`config.mk`:
```
export PLATFORM = sky130hd
export DESIGN_NAME = dual_tone_classifier
export DESIGN_NICKNAME = d
export VERILOG_FILES = /design/src/rtl/dtmf_pkg.sv /design/src/rtl/tone_meter.sv /design/src/rtl/dual_tone_classifier.sv
export SDC_FILE = /design/constraint.sdc
export NUM_CORES = 1
export LEC_CHECK = 0
export BUFFER_PORTS_ARGS = -buffer_cell sky130_fd_sc_hd__buf_4
export CAP_MARGIN = 20
export CORE_MARGIN = 5
export CORE_UTILIZATION = 65
export DETAILED_ROUTE_END_ITERATION = 10
export PLACE_DENSITY_LB_ADDON = 0.1
export SYNTH_ARGS = -nofsm -noshare
export SYNTH_HDL_FRONTEND = slang
export SYNTH_HIERARCHICAL = 1
export SYNTH_SLANG_ARGS = --single-unit
```
`constraint.sdc`:
```
create_clock -name clk -period 9 [get_ports clk]
set_input_delay 2.25 -clock clk [delete_from_list [all_inputs] [get_ports clk]]
set_output_delay 2.25 -clock clk [all_outputs]
set_load 0.02 [all_outputs]
```
`src/rtl/dtmf_pkg.sv`:
```
package dtmf_pkg;

  // Nominal frequency in Hz; grp 0 = low group (rows), 1 = high group (columns)
  function automatic int nominal_hz(input bit grp, input int idx);
    int f;
    case ({grp, idx[1:0]})
      3'b000:  f = 697;
      3'b001:  f = 770;
      3'b010:  f = 852;
      3'b011:  f = 941;
      3'b100:  f = 1209;
      3'b101:  f = 1336;
      3'b110:  f = 1477;
      default: f = 1633;
    endcase
    return f;
  endfunction

  // Smallest summed count accepted: the highest allowed frequency is f*1.015 + 2 Hz
  function automatic int band_min(input int clk_hz, input int periods, input int f_hz);
    longint num, fmax_mhz;
    num      = longint'(periods) * longint'(clk_hz) * 64'sd1000;
    fmax_mhz = longint'(f_hz) * 64'sd1015 + 64'sd2000;
    return int'((num + fmax_mhz - 64'sd1) / fmax_mhz);
  endfunction

  // Largest summed count accepted: the lowest allowed frequency is f*0.985 - 2 Hz
  function automatic int band_max(input int clk_hz, input int periods, input int f_hz);
    longint num, fmin_mhz;
    num      = longint'(periods) * longint'(clk_hz) * 64'sd1000;
    fmin_mhz = longint'(f_hz) * 64'sd985 - 64'sd2000;
    return int'(num / fmin_mhz);
  endfunction

  // Key code from row (low-group index) and column (high-group index)
  function automatic logic [3:0] pair_code(input logic [1:0] row, input logic [1:0] col);
    logic [3:0] c;
    if (col == 2'd3)
      c = (row == 2'd3) ? 4'd0 : 4'(4'd13 + {2'b00, row});
    else if (row != 2'd3)
      c = 4'(({2'b00, row} * 4'd3) + {2'b00, col} + 4'd1);
    else
      case (col)
        2'd0:    c = 4'd11;
        2'd1:    c = 4'd10;
        default: c = 4'd12;
      endcase
    return c;
  endfunction

endpackage

```
`src/rtl/tone_meter.sv`:
```
module tone_meter
  import dtmf_pkg::*;
#(
  parameter int CLK_HZ      = 3579545,
  parameter int AVG_N       = 4,
  parameter int TIMEOUT_CYC = 14316,
  parameter bit GRP         = 1'b0
) (
  input  logic       clk,
  input  logic       rst_n,
  input  logic       tone_in,
  output logic       valid,
  output logic [1:0] bin
);
  localparam int CW = $clog2(TIMEOUT_CYC + 1);
  localparam int SW = $clog2(AVG_N * TIMEOUT_CYC + 1);
  localparam int KW = (AVG_N > 1) ? $clog2(AVG_N) : 1;

  logic [2:0]    sync_q;
  logic [CW-1:0] cnt_q;
  logic [SW-1:0] sum_q;
  logic [KW-1:0] nper_q;
  logic          armed_q, prev_hit_q;
  logic [1:0]    prev_bin_q;

  // named internal events
  logic          rise, meas_done, timeout_evt, hit;
  logic [SW-1:0] total;
  logic [3:0]    hit_vec;
  logic [1:0]    bin_now;

  assign rise        = sync_q[1] & ~sync_q[2];
  assign total       = sum_q + SW'(cnt_q);
  assign meas_done   = rise & armed_q & (nper_q == KW'(AVG_N - 1));
  assign timeout_evt = armed_q & ~rise & (cnt_q == CW'(TIMEOUT_CYC));

  for (genvar i = 0; i < 4; i++) begin : g_band
    localparam int LO = band_min(CLK_HZ, AVG_N, nominal_hz(GRP, i));
    localparam int HI = band_max(CLK_HZ, AVG_N, nominal_hz(GRP, i));
    assign hit_vec[i] = (total >= SW'(LO)) && (total <= SW'(HI));
  end

  assign hit = |hit_vec;
  always_comb begin
    bin_now = 2'd0;
    for (int i = 0; i < 4; i++)
      if (hit_vec[i]) bin_now = 2'(i);
  end

  always_ff @(posedge clk or negedge rst_n) begin
    if (!rst_n) begin
      sync_q     <= '0;
      cnt_q      <= '0;
      sum_q      <= '0;
      nper_q     <= '0;
      armed_q    <= 1'b0;
      prev_hit_q <= 1'b0;
      prev_bin_q <= 2'd0;
      valid      <= 1'b0;
      bin        <= 2'd0;
    end else begin
      sync_q <= {sync_q[1:0], tone_in};
      if (rise)
        cnt_q <= CW'(1);
      else if (cnt_q != CW'(TIMEOUT_CYC))
        cnt_q <= cnt_q + CW'(1);

      if (timeout_evt) begin
        armed_q    <= 1'b0;
        sum_q      <= '0;
        nper_q     <= '0;
        prev_hit_q <= 1'b0;
        valid      <= 1'b0;
      end else if (rise) begin
        armed_q <= 1'b1;
        if (armed_q) begin
          if (meas_done) begin
            sum_q      <= '0;
            nper_q     <= '0;
            prev_hit_q <= hit;
            prev_bin_q <= bin_now;
            bin        <= bin_now;
            valid      <= hit & prev_hit_q & (bin_now == prev_bin_q);
          end else begin
            sum_q  <= total;
            nper_q <= nper_q + KW'(1);
          end
        end
      end
    end
  end

  // a measurement outside every band clears the group
  a_r5_miss_clears: assert property (@(posedge clk) disable iff (!rst_n)
    (meas_done && !hit) |=> !valid);
  // edge timeout makes the group absent
  a_r8_timeout_absent: assert property (@(posedge clk) disable iff (!rst_n)
    timeout_evt |=> !valid);
  // validity only appears at the end of a measurement window
  a_r11_valid_on_window: assert property (@(posedge clk) disable iff (!rst_n)
    $rose(valid) |-> $past(meas_done));

endmodule

```
`src/rtl/dual_tone_classifier.sv`:
```
module dual_tone_classifier
  import dtmf_pkg::*;
#(
  parameter int CLK_HZ     = 3579545,
  parameter int AVG_N      = 4,
  parameter int TIMEOUT_MS = 4
) (
  input  logic       clk,
  input  logic       rst_n,
  input  logic       tone_lo,
  input  logic       tone_hi,
  input  logic       letter_inhibit,
  output logic [3:0] code_out,
  output logic       sig_present
);
  localparam int TIMEOUT_CYC = (CLK_HZ / 1000) * TIMEOUT_MS;

  logic [1:0] tones;
  logic [1:0] grp_valid;
  logic [1:0] grp_bin [2];
  logic [3:0] code_now, code_q;
  logic       letter_col;

  assign tones = {tone_hi, tone_lo};

  for (genvar g = 0; g < 2; g++) begin : g_grp
    tone_meter #(
      .CLK_HZ(CLK_HZ), .AVG_N(AVG_N), .TIMEOUT_CYC(TIMEOUT_CYC), .GRP(g == 1)
    ) u_meter (
      .clk(clk), .rst_n(rst_n), .tone_in(tones[g]),
      .valid(grp_valid[g]), .bin(grp_bin[g])
    );
  end

  assign letter_col  = (grp_bin[1] == 2'd3);
  assign code_now    = pair_code(grp_bin[0], grp_bin[1]);
  assign sig_present = grp_valid[0] & grp_valid[1] & ~(letter_inhibit & letter_col);
  assign code_out    = sig_present ? code_now : code_q;

  always_ff @(posedge clk or negedge rst_n) begin
    if (!rst_n) code_q <= 4'd0;
    else        code_q <= code_out;
  end

  // without a pair, the code output does not move
  a_r10_code_holds: assert property (@(posedge clk) disable iff (!rst_n)
    !sig_present |=> (sig_present || $stable(code_out)));
  // letter keys never show while inhibited
  a_r9_no_letters: assert property (@(posedge clk) disable iff (!rst_n)
    (letter_inhibit && sig_present) |-> !(code_out inside {4'd0, 4'd13, 4'd14, 4'd15}));

endmodule

```
-- Word-level counts from Yosys, hierarchy flattened
Index checks and enable logic that the tools add are counted.
- bits in registers: 84
- latch bits: 0
- memory bits (writable): 0
- bits in read-only memories: 0
- input port bits: 5
- output and inout bits: 5
- word-level logic and storage cells: 155
- memories: 0
- add/subtract/negate cells: 9
- $mul: 1
- div/mod/pow operators: 0
- $lt $le $gt $ge: 16
- equal/unequal tests: 12
- shifts and indexed selects: 0
- mux-type cells: 51
- bitwise gates (word level): 24
- reductions and logical operators: 25
- operators by type and width (kind ; number):
    16-bit 2-to-1 mux ; 8
    16-bit by 14-bit greater-or-equal comparator with 1-bit output, second input constant ; 5
    16-bit by 14-bit <= comparator with 1-bit output, second input constant ; 5
    14-bit 2-to-1 mux ; 4
    16-bit by 15-bit greater-or-equal comparator with 1-bit output, second input constant ; 3
    16-bit by 15-bit <= comparator with 1-bit output, second input constant ; 3
    16-bit by 14-bit adder with 16-bit output ; 2
    14-bit by 1-bit adder with 14-bit output, second input constant ; 2
    14-bit == test, second input constant ; 2
    14-bit != test, second input constant ; 2
    2-bit 2-to-1 mux ; 12
    1-bit 2-to-1 mux ; 22
    1-bit bitwise AND ; 17
    4-bit 2-to-1 mux ; 4
    2-bit nonzero test ; 8
    2-bit == test, second input constant ; 4
    1-bit logical AND ; 8
    4-bit AND reduction ; 2
    4-bit OR reduction ; 2
    1-bit inverter ; 7
    3-bit one-hot mux with 2 select lines ; 1
    3-bit AND reduction ; 2
    2-bit by 1-bit adder with 2-bit output, second input constant ; 2
    3-bit by 3-bit adder with 4-bit output, first input constant ; 1
    8 further kinds ; 10

-- Logic depth before layout (Yosys ltp)
- word-level depth: 12
- gate-level depth with buffers: 12
- gate-level depth less buffers: 12

-- Hierarchy
Netlist, hierarchy kept.
- by module, submodules not included (module ; instances ; cells an instance ; area each (µm²) ; sequential area each (µm²)):
    tone_meter at g_grp[1].u_meter ; 1 ; 333 ; 2945.3 ; 1001.0
    tone_meter at g_grp[0].u_meter ; 1 ; 304 ; 2773.9 ; 1001.0
    dual_tone_classifier ; 1 ; 42 ; 426.7 ; 100.1

-- Worst setup path after synthesis
OpenSTA, ideal clock, no wires.
- kind: input port to output port
- start point: input letter_inhibit
- end point: output code_out[3]
- data arrival time: 2998 ps
- slack: 3752 ps
- stages: 4
- buffers on the path: 1
- cells stage by stage: nand3_4 -> and2_4 -> buf_6 -> o22ai_1
- longest elaborated chain between the ends: 4
- ends and longest elaborated chain (what ; line ; RTL):
    from (decl) ; dual_tone_classifier.sv:12 ; input logic letter_inhibit,
    1-bit bitwise AND ; dual_tone_classifier.sv:37 ; assign sig_present = grp_valid[0] & grp_valid[1] & ~(letter_inhibit & letter_col);
    1-bit inverter ; dual_tone_classifier.sv:37 ;
    1-bit bitwise AND ; dual_tone_classifier.sv:37 ;
    named net sig_present ; dual_tone_classifier.sv:14 ; output logic sig_present
    4-bit 2-to-1 mux ; dual_tone_classifier.sv:38 ; assign code_out = sig_present ? code_now : code_q;
    to (decl) ; dual_tone_classifier.sv:13 ; output logic [3:0] code_out,
The timed path passes the listed nets, and every way through them passes these cells.

-- Worst setup path after layout
- start point: input letter_inhibit
- end point: output code_out[2]
- longest elaborated chain between the ends: 4
- ends and longest elaborated chain (what ; line):
    1-bit bitwise AND ; dual_tone_classifier.sv:37
    1-bit inverter ; dual_tone_classifier.sv:37
    1-bit bitwise AND ; dual_tone_classifier.sv:37
    4-bit 2-to-1 mux ; dual_tone_classifier.sv:38
Every way passes these cells.

==> out/metrics.yaml <==
logic_synthesis:
  syn_nets: 726
  yosysMostFrequentCell: "dfrtp_1"
  synth-seq-area-share_pct: 34.2
  syn_area_sq_um: 6150
  synthTopCellsByArea: "dfrtp_1, ha_1, nand2_1, xor2_1, a21oi_1"
  ys_ff_latch: 84
  synth.avg_cell_area_sq_um: 9.05
  synth_cell_types: 92
  ys_async_sr_fraction_pct: 100
  synth_enable_flop_cells: 0
  synth_top_area_share_pct: 34.2
  yosys.area.top_type: "dfrtp_1"
  synthCells: 679
  yosys_warnings: 6
  yosys-top-cells-count: "dfrtp_1, nand2_1, a21oi_1"
  ys.flop_type: "dfrtp_1"
cells_and_area:
  fill_cells: 715
  regArea_sq_um: 2100
  multi_input_area_sq_um: 3840
  final_core_util_pct: 69.9
  diodes: 0
  nNetsFinal: 725
  area_delta_synth_final_pct: 5.07
  drive_gt1_share_pct: 9.81
floorplan:
  start_util_pct: 66.5
  fp-row-count: 35
  die_h_um: 107
  ios: 10
  die_w_um: 107
  core-area_sq_um: 9240
  dieArea_sq_um: 11500
clock_tree:
  cts_buffers: 9
  clk_path_buf_depth: 2
  root_buffer: "clkbuf_8"
  insertion_delay_ns: 0.35
  post_cts_resized: 0
  htree_levels: 3
  hold_buffers: 0
  cts_tree: "yes"
  cts.reportedPaths.clkPinSlew_ns: 0.08
  post_cts_buffers: 0
  cts.sinks: 84
timing:
  fin_crit_ns: 5.35
  clock.fmax_ghz: 0.187
  setup_viol: 0
  max-slew-margin-rel_pct: 45.7
  finalClockSkew_ns: 0.0103
  maxSlewViolCount: 0
  hold_slack_ns: 0.357
  hold_viol: 0
  final.period_utilization_pct: 59.5
  grt_setup_unrepaired: "no"
  tns_ns: 0
  tightest_slew_ns: 0.812
run_status:
  status: "complete, no violations"
setup_path:
  start_kind: "input port"
  end_kind: "primary output"
  cp_data_required_time_ns: 6.75
  cp_max_fo: 5
  cp.arrival_ns: 3.10
  critPathKind: "input port to primary output"
global_routing:
  grt_util_all_layers_pct: 25.7
  antenna_found_initial: 0
  grt_overflow_total: 0
  grt_max_degree: 53
  grt_pass1_wl_um: 24000
  grt_pass1_vias: 4914
route:
  drt_first_pass_iters: 5
  ant_nets: 0
  routed_via_density: 6.44
  vias: 5229
  drc: 0
  avgRoutedWirePerCell_um: 17.3
  drtIter0Drc: 449
  routed_wl_um: 14100
place:
  dp_hpwl_um: 10500
  place.gp.congestion: 0.897
  io_buffers: 9
power:
  leakage_nw: 2.90
  ir_drop_mv: 0.171
  p_per_area_nw_per_um2: 187
  p_total_mw: 1.21
worst_hold_path:
  min_path_type: "flip-flop to flip-flop"
run:
  drv_cap: 0
==> where the power goes <==
group	switching (mW)	internal, mW	total [mW]
registers	0.0459	0.422	0.468
clock network	0.135	0.117	0.252
logic	0.302	0.186	0.488
total	0.483	0.725	1.21
==> critical path, stage by stage <==
cell and delay, ns:
buf_4 0.12, nand3_4 0.08, and2_4 0.19, mux2_4 0.30, buf_4 0.16
==> per-stage QoR <==
stage          setup slack, ns  instances  area (sq um)
2_1_floorplan             3.75        679          6150
3_3_place_gp              3.66        796          6270
3_5_place_dp              3.64        796          6270
4_1_cts                   3.64        812          6460
5_1_grt                   3.62        812          6460
6_report                  3.65        812          6460
==> cell usage in the layout (no fill, tap or decap), drive strengths merged, types with 7 or more instances in the layout <==
cell type	instances
a211oi	11
nand2b	12
and3	7
nand4	17
a21o	13
inv	18
or3	11
nand2	82
xnor2	16
ha	38
nand3	29
o21ai	49
clkbuf	12
xor2	30
a21oi	51
and2	7
nor2	42
buf	14
nor3	11
a22o	17
dfrtp	84
==> area by class of cell <==
type | instances | share of cell area, %
clock buffers | 12 | 2.40
clock inverters | 4 | 0.504
inverters | 17 | 0.988
multi-input cells | 552 | 59.4
flip-flops and latches | 84 | 32.6
well taps | 129 | 2.50
repair buffers | 14 | 1.63
==> registers in the layout, summed over array words and instances (netlist names), 4 cells and up <==
signal and cells:
code_q 4, g_grp.u_meter/cnt_q 28, g_grp.u_meter/sync_q 6, g_grp.u_meter/nper_q 4, g_grp.u_meter/sum_q 32, g_grp.u_meter/prev_bin_q 4
==> logic make-up after synthesis <==
group | Yosys count | share of synthesized area, %
buffers and inverters | 43 | 3.36
and+or+nand+nor | 252 | 21.8
AOI/OAI and AO/OA | 207 | 24.0
xor gates and xnor gates | 46 | 6.68
adders and majority gates | 42 | 9.04
muxes | 5 | 0.957
DFF | 84 | 34.2
==> path summary, 6_finish.rpt <==
path / from / endpoint / slack (ns) / cells past startpoint
worst max-delay path: letter_inhibit / code_out[2] / 3.65 / 5
max in group asynchronous: rst_n / g_grp[0].u_meter/cnt_q[1] / 6.15 / 2
worst min register to register: g_grp[1].u_meter/sync_q[0] / g_grp[1].u_meter/sync_q[1] / 0.36 / 0
worst min-delay path: g_grp[1].u_meter/sync_q[0] / g_grp[1].u_meter/sync_q[1] / 0.36 / 0
worst max register to register: g_grp[0].u_meter/cnt_q[0] / g_grp[0].u_meter/valid / 5.11 / 12
min in group asynchronous: rst_n / g_grp[1].u_meter/sum_q[13] / 1.84 / 1
==> routing by layer <==
metal / routed length, um / track usage [%]
met1: 6890 / 39.0
met2: 6280 / 38.6
met4: 107 / 5.30
met3: 807 / 4.70
met5: 0 / 0
(Power assumes the default switching activity.)
